$ cat config.mk
export PLATFORM = sky130hd
export DESIGN_NAME = sysopt_cfg
export DESIGN_NICKNAME = d
export VERILOG_FILES = /design/src/rtl/sysopt_pkg.sv /design/src/rtl/sysopt_wprot.sv /design/src/rtl/sysopt_irq_cond.sv /design/src/rtl/sysopt_stop_dly.sv /design/src/rtl/sysopt_cfg.sv
export SDC_FILE = /design/constraint.sdc
export NUM_CORES = 1
export LEC_CHECK = 0
export CAP_MARGIN = 0
export CORE_MARGIN = 5
export CORE_UTILIZATION = 45
export CTS_CLUSTER_SIZE = 10
export DETAILED_ROUTE_END_ITERATION = 10
export PLACE_DENSITY = 0.71
export REMOVE_ABC_BUFFERS = 1
export SLEW_MARGIN = 20
export SYNTH_ARGS = -nofsm -noshare
export SYNTH_HDL_FRONTEND = slang
export SYNTH_HIERARCHICAL = 1
export SYNTH_SLANG_ARGS = --single-unit
$ cat constraint.sdc
create_clock -name clk -period 4.63 [get_ports clk]
set_input_delay 0.926 -clock clk [delete_from_list [all_inputs] [get_ports clk]]
set_output_delay 0.926 -clock clk [all_outputs]
set_load 0.005 [all_outputs]
$ cat src/rtl/sysopt_pkg.sv
`timescale 1ns/1ps
package sysopt_pkg;

    localparam int BIT_ANA     = 7;
    localparam int BIT_CLKSEL  = 6;
    localparam int BIT_EDGE    = 5;
    localparam int BIT_WAIT    = 4;
    localparam int BIT_MON     = 3;
    localparam int BIT_HOLE    = 2;
    localparam int BIT_RATE_HI = 1;
    localparam int BIT_RATE_LO = 0;

    localparam logic [7:0] OPT_RESET = 8'h10;
    localparam logic [7:0] PROT_MASK = 8'h33;
    localparam logic [7:0] FREE_MASK = 8'hC8;

    typedef enum logic {
        WIN_OPEN   = 1'b0,
        WIN_CLOSED = 1'b1
    } win_state_t;

    typedef enum logic {
        IRQ_ARMED   = 1'b0,
        IRQ_PENDING = 1'b1
    } irq_state_t;

    typedef enum logic [1:0] {
        SD_IDLE  = 2'd0,
        SD_COUNT = 2'd1,
        SD_DONE  = 2'd2
    } stop_state_t;

endpackage

$ cat src/rtl/sysopt_wprot.sv
`timescale 1ns/1ps
module sysopt_wprot
    import sysopt_pkg::*;
#(
    parameter int WINDOW_CYCLES = 64
) (
    input  logic clk,
    input  logic rst_n,
    input  logic special_mode,
    input  logic wr_hit,
    output logic prot_wr_ok
);

    localparam int WCW = (WINDOW_CYCLES > 1) ? $clog2(WINDOW_CYCLES) : 1;
    localparam logic [WCW-1:0] WIN_LAST = WCW'(WINDOW_CYCLES - 1);

    win_state_t     state_q, state_d;
    logic [WCW-1:0] cnt_q;

    always_comb begin
        state_d = state_q;
        unique case (state_q)
            WIN_OPEN: begin
                if (wr_hit && !special_mode)
                    state_d = WIN_CLOSED;
                else if (cnt_q == WIN_LAST)
                    state_d = WIN_CLOSED;
            end
            WIN_CLOSED: state_d = WIN_CLOSED;
        endcase
    end

    always_ff @(posedge clk or negedge rst_n) begin
        if (!rst_n) begin
            state_q <= WIN_OPEN;
            cnt_q   <= '0;
        end else begin
            state_q <= state_d;
            if (state_q == WIN_OPEN && cnt_q != WIN_LAST)
                cnt_q <= cnt_q + WCW'(1);
        end
    end

    always_comb begin
        prot_wr_ok = special_mode || (state_q == WIN_OPEN);
    end

    AST_WIN_STAYS_SHUT: assert property (@(posedge clk) disable iff (!rst_n)
        (state_q == WIN_CLOSED) |=> (state_q == WIN_CLOSED));
    AST_WIN_CLOSE_ON_WRITE: assert property (@(posedge clk) disable iff (!rst_n)
        (wr_hit && !special_mode) |=> (state_q == WIN_CLOSED));
    AST_WIN_CNT_RANGE: assert property (@(posedge clk) disable iff (!rst_n)
        (cnt_q <= WIN_LAST));

endmodule

$ cat src/rtl/sysopt_irq_cond.sv
`timescale 1ns/1ps
module sysopt_irq_cond
    import sysopt_pkg::*;
#(
    parameter int SYNC_STAGES = 2
) (
    input  logic clk,
    input  logic rst_n,
    input  logic pin_n,
    input  logic edge_mode,
    input  logic clr,
    output logic irq_req
);

    logic [SYNC_STAGES-1:0] sync_q;
    logic                   prev_q;
    logic                   pin_s;
    logic                   fall;
    irq_state_t             state_q, state_d;

    generate
        if (SYNC_STAGES == 1) begin : g_one
            always_ff @(posedge clk or negedge rst_n) begin
                if (!rst_n) sync_q <= '1;
                else        sync_q <= pin_n;
            end
        end else begin : g_chain
            always_ff @(posedge clk or negedge rst_n) begin
                if (!rst_n) sync_q <= '1;
                else        sync_q <= {sync_q[SYNC_STAGES-2:0], pin_n};
            end
        end
    endgenerate

    assign pin_s = sync_q[SYNC_STAGES-1];
    assign fall  = prev_q & ~pin_s;

    always_comb begin
        state_d = state_q;
        unique case (state_q)
            IRQ_ARMED: begin
                if (edge_mode && fall)
                    state_d = IRQ_PENDING;
            end
            IRQ_PENDING: begin
                if (!edge_mode)
                    state_d = IRQ_ARMED;
                else if (clr && !fall)
                    state_d = IRQ_ARMED;
            end
        endcase
    end

    always_ff @(posedge clk or negedge rst_n) begin
        if (!rst_n) begin
            prev_q  <= 1'b1;
            state_q <= IRQ_ARMED;
        end else begin
            prev_q  <= pin_s;
            state_q <= state_d;
        end
    end

    always_comb begin
        if (edge_mode) irq_req = (state_q == IRQ_PENDING);
        else           irq_req = ~pin_s;
    end

    AST_EDGE_HOLD: assert property (@(posedge clk) disable iff (!rst_n)
        (state_q == IRQ_PENDING && edge_mode && !clr) |=> (state_q == IRQ_PENDING));
    AST_EDGE_NEEDS_FALL: assert property (@(posedge clk) disable iff (!rst_n)
        (state_q == IRQ_ARMED && !(prev_q && !pin_s)) |=> (state_q == IRQ_ARMED));

endmodule

$ cat src/rtl/sysopt_stop_dly.sv
`timescale 1ns/1ps
module sysopt_stop_dly
    import sysopt_pkg::*;
#(
    parameter int STOP_DELAY = 4096
) (
    input  logic clk,
    input  logic rst_n,
    input  logic req,
    input  logic wait_en,
    output logic release_o
);

    localparam int CW = (STOP_DELAY > 1) ? $clog2(STOP_DELAY) : 1;
    localparam logic [CW-1:0] CNT_LAST = CW'(STOP_DELAY - 1);

    stop_state_t   state_q, state_d;
    logic [CW-1:0] cnt_q;
    stop_state_t   start_st;

    assign start_st = wait_en ? SD_COUNT : SD_DONE;

    always_comb begin
        state_d = state_q;
        unique case (state_q)
            SD_IDLE: begin
                if (req) state_d = start_st;
            end
            SD_COUNT: begin
                if (req)                    state_d = start_st;
                else if (cnt_q == CNT_LAST) state_d = SD_DONE;
            end
            SD_DONE: begin
                state_d = req ? start_st : SD_IDLE;
            end
            default: state_d = SD_IDLE;
        endcase
    end

    always_ff @(posedge clk or negedge rst_n) begin
        if (!rst_n) begin
            state_q <= SD_IDLE;
            cnt_q   <= '0;
        end else begin
            state_q <= state_d;
            if (req)
                cnt_q <= '0;
            else if (state_q == SD_COUNT && cnt_q != CNT_LAST)
                cnt_q <= cnt_q + CW'(1);
        end
    end

    always_comb begin
        release_o = (state_q == SD_DONE);
    end

    AST_RELEASE_SINGLE: assert property (@(posedge clk) disable iff (!rst_n)
        (release_o && !req) |=> !release_o);
    AST_CNT_BOUND: assert property (@(posedge clk) disable iff (!rst_n)
        (state_q == SD_COUNT) |-> (cnt_q <= CNT_LAST));
    AST_COUNT_QUIET: assert property (@(posedge clk) disable iff (!rst_n)
        (state_q == SD_COUNT && !req && cnt_q != CNT_LAST) |=> !release_o);

endmodule

$ cat src/rtl/sysopt_cfg.sv
`timescale 1ns/1ps
module sysopt_cfg
    import sysopt_pkg::*;
#(
    parameter int WINDOW_CYCLES = 64,
    parameter int STOP_DELAY    = 4096,
    parameter int SYNC_STAGES   = 2
) (
    input  logic       clk,
    input  logic       rst_n,
    input  logic       special_mode,
    input  logic       reg_sel,
    input  logic       reg_wr,
    input  logic [7:0] reg_wdata,
    output logic [7:0] reg_rdata,
    input  logic       irq_pin_n,
    input  logic       irq_clr,
    input  logic       stop_exit_req,
    output logic       irq_req,
    output logic       stop_release,
    output logic       ana_pwr_o,
    output logic       clk_sel_o,
    output logic       clkmon_en_o,
    output logic [1:0] wdog_rate_o
);

    logic [7:0] opt_q;
    logic [7:0] wmask;
    logic       wr_hit;
    logic       prot_wr_ok;

    assign wr_hit = reg_sel & reg_wr;

    sysopt_wprot #(
        .WINDOW_CYCLES(WINDOW_CYCLES)
    ) u_wprot (
        .clk         (clk),
        .rst_n       (rst_n),
        .special_mode(special_mode),
        .wr_hit      (wr_hit),
        .prot_wr_ok  (prot_wr_ok)
    );

    always_comb begin
        wmask = FREE_MASK | (prot_wr_ok ? PROT_MASK : 8'h00);
    end

    always_ff @(posedge clk or negedge rst_n) begin
        if (!rst_n)
            opt_q <= OPT_RESET;
        else if (wr_hit)
            opt_q <= (opt_q & ~wmask) | (reg_wdata & wmask);
    end

    always_comb begin
        reg_rdata = reg_sel ? opt_q : 8'h00;
    end

    assign ana_pwr_o   = opt_q[BIT_ANA];
    assign clk_sel_o   = opt_q[BIT_CLKSEL];
    assign clkmon_en_o = opt_q[BIT_MON];
    assign wdog_rate_o = {opt_q[BIT_RATE_HI], opt_q[BIT_RATE_LO]};

    sysopt_irq_cond #(
        .SYNC_STAGES(SYNC_STAGES)
    ) u_irq (
        .clk      (clk),
        .rst_n    (rst_n),
        .pin_n    (irq_pin_n),
        .edge_mode(opt_q[BIT_EDGE]),
        .clr      (irq_clr),
        .irq_req  (irq_req)
    );

    sysopt_stop_dly #(
        .STOP_DELAY(STOP_DELAY)
    ) u_stop (
        .clk      (clk),
        .rst_n    (rst_n),
        .req      (stop_exit_req),
        .wait_en  (opt_q[BIT_WAIT]),
        .release_o(stop_release)
    );

    AST_HOLE_ZERO: assert property (@(posedge clk) disable iff (!rst_n)
        (reg_rdata[BIT_HOLE] == 1'b0));
    AST_PROT_IGNORED: assert property (@(posedge clk) disable iff (!rst_n)
        (wr_hit && !prot_wr_ok) |=> $stable(opt_q & PROT_MASK));
    AST_FREE_TAKES: assert property (@(posedge clk) disable iff (!rst_n)
        wr_hit |=> ((opt_q & FREE_MASK) == ($past(reg_wdata) & FREE_MASK)));
    AST_SPECIAL_TAKES: assert property (@(posedge clk) disable iff (!rst_n)
        (wr_hit && special_mode) |=> ((opt_q & PROT_MASK) == ($past(reg_wdata) & PROT_MASK)));

endmodule

==> metrics <==
status complete, no violations; detailed-route vias per instance 5.43; die height approximately 70 microns; total global routing track utilization 0.151; leakage dissipation 0.000853 uW; Max Clk Rate 316 MHz; clk buf depth 2; GPL Wtd Cong slightly above 0.8; met3 global-route usage 0.0576; fin crit share 0.683; simple-gate portion of the synthesized area 0.237; EDFF count, synth 0; via count approximately 1300; # fillers 327; CP max stage cell clkdlybuf4s50_1; Final min period 3.16 ns; total power 663 uW; mux cell area share after synthesis 0.0890; Worst VDD drop ~180 uV; Clock Latency Late Sink 0.29 ns; hold buffers post-CTS 0; synthesized flop and latch total 32; Slew Limit Fails 0; most used routing layer met2; Ports 31; DRT Wirelength roughly 3.4 mm; Async SR Flop Fraction 1.00; Synth cell types 43; delay of the slowest cell on the worst path 0.60 ns; Main synth FF type dfrtp_1; most instantiated cells after synthesis dfrtp_1, a21oi_1, nand2_1, mux2_2; placed standard-cell area ~1900 sq um; clock skew 0.0100 ns; Final Core Density 0.566; post-route cell area 2040 sq um; Inserted Diodes 0; Area Growth Syn to Fin 24.1%; ranking of synthesized cells by area dfrtp_1, dfstp_2, mux2_2; Slew HR 0.594; critical path arrival 2.23 ns; Residual DRC 0; CTS-repair resized insts 0; # setup viols final 0; Setup TNS Final 0 ns; Ys Warns 6; most frequent cell after synthesis dfrtp_1; vias in the first global route 1317; synthesized instance count 152; CP max FO 9; Place WS 1.44 ns; Clock power frac 0.358; Worst Max-Slew Pin Slew 0.608 ns; first-pass GRT wire length 5.90 mm; area of the mapped netlist ~1600 sq um; post-synthesis xor/xnor area fraction 0.0106; antenna violations before repair 0; Avg Cell Area, Syn around 11 sq um; CTS Buf Count 5; Compound-Gate Fraction of Synth Area 0.112; Power per Cell Area about 320 nW/um^2; Post-Synth Adder-Cell Area 0.0152; Crit path top cell by count clkdlybuf4s50_1; htree depth 2; root buffer cell clkbuf_8; met2 track demand over resource 0.252; Post-CTS Setup Repair Bufs 0; largest net degree at the start of global routing 23; Rows 22; HP Class flip-flop to flip-flop; I/O Buffers 28; die area 4970 sq um; Req. time, crit path 3.70 ns; hold violation total from the final report 0; core area 3610 sq um; Max Cap Violations 0; post-synth top area cell dfrtp_1; Worst setup EP type output port; DR pass1 iterations 4; First DRT Iteration DRCs 81; HPWL after DPL 2.52 mm; Routed WL per cell between 10 and 15 microns; Nets 200; Initial Util 0.456; CP Cell Sequence clkdlybuf4s50_1, and2_2, clkdlybuf4s50_1; met1 Use GR 0.174; Psw 160 uW; unrepaired setup endpoints after global routing false; Die Wd 70.5 microns; Routed Antenna Nets 0; top-area cell type share of the netlist area 0.426; main combinational cell family by area after synthesis simple AND/OR/NAND/NOR gates; Combinational Power Share 0.160; CTS Sinks 32; CP startpoint kind primary input; clk slew on worst S/H paths 0.06 ns; sequential area share after synthesis 0.490; Crit Path Category primary input to output port; Overflow after GRT 0; fin worst setup slack 1.47 ns; layout cells sized above 1 0.208; Switching Share 0.242; register share of total power 0.482; CTS tree done; P_int 503 uW
cells by family after synthesis:
family                   count (synthesis)
AO/OA/AOI/OAI                           28
buffers and inverters                   12
adder cells (fa/ha/maj)                  2
AND/OR/NAND/NOR                         62
multiplexers                            13
flip-flops                              32
XOR/XNOR                                 2
other                                    1
area by class of cell:
class	count	area [sq um]	area share
flip-flops and latches	32	806	0.395
repair buffers	30	290	0.142
clock buffers	8	100	0.0490
inverters	5	18.8	0.00919
well taps	48	60.1	0.0294
multi-input cells	108	767	0.376
cells in the final DEF, fill, tap and decap left out, types with 4 or more instances in the layout:
cell              n
a21oi_1          11
and2_2            7
clkbuf_8          7
clkdlybuf4s50_1  27
dfrtp_1          28
dfstp_2           4
inv_1             5
mux2_2            9
nand2_1          10
nand2b_1          7
nor2_1            5
nor2b_1           4
o21ai_0           6
or3_1             5
worst max-delay path, delay by kind of cell:
kind | cells | cell delay, ns
buffers and inverters | 2 | 1.11
AND/OR/NAND/NOR | 1 | 0.19
final timing paths:
| check | from | end | slack (ns) | depth (start not counted) |
|---|---|---|---|---|
| worst max-delay path | reg_sel | reg_rdata[0] | 1.47 | 3 |
| worst min-delay path | u_irq/sync_q[0] | u_irq/sync_q[1] | 0.36 | 0 |
| worst max register to register | u_stop/cnt_q[0] | u_stop/cnt_q[3] | 2.84 | 6 |
| worst min register to register | u_irq/sync_q[0] | u_irq/sync_q[1] | 0.36 | 0 |
| max in group asynchronous | rst_n | u_irq/prev_q | 3.43 | 2 |
| min in group asynchronous | rst_n | u_stop/cnt_q[6] | 0.59 | 1 |
per-stage QoR:
stage / cells / hold slack, ns
3_3_place_gp: 223 / 0.347
6_report: 231 / 0.358
4_1_cts: 231 / 0.357
3_5_place_dp: 223 / 0.350
5_1_grt: 231 / 0.361
2_1_floorplan: 145 / 0.345
metal layers:
metal,vias to the layer above,share of wire
met4,0,0.016
met2,29,0.51
met1,618,0.42
met3,7,0.050
met5,-,0
li1,600,-
power by group through the flow:
stage               combinational [uW]  sequential, uW  clock, uW
floorplan                         44.3             320          0
global placement                   105             323          0
detailed placement                 108             325          0
CTS                                109             320        244
global route                       117             324        258
finish                             106             319        237
Power figures use the tool's default switching activity.
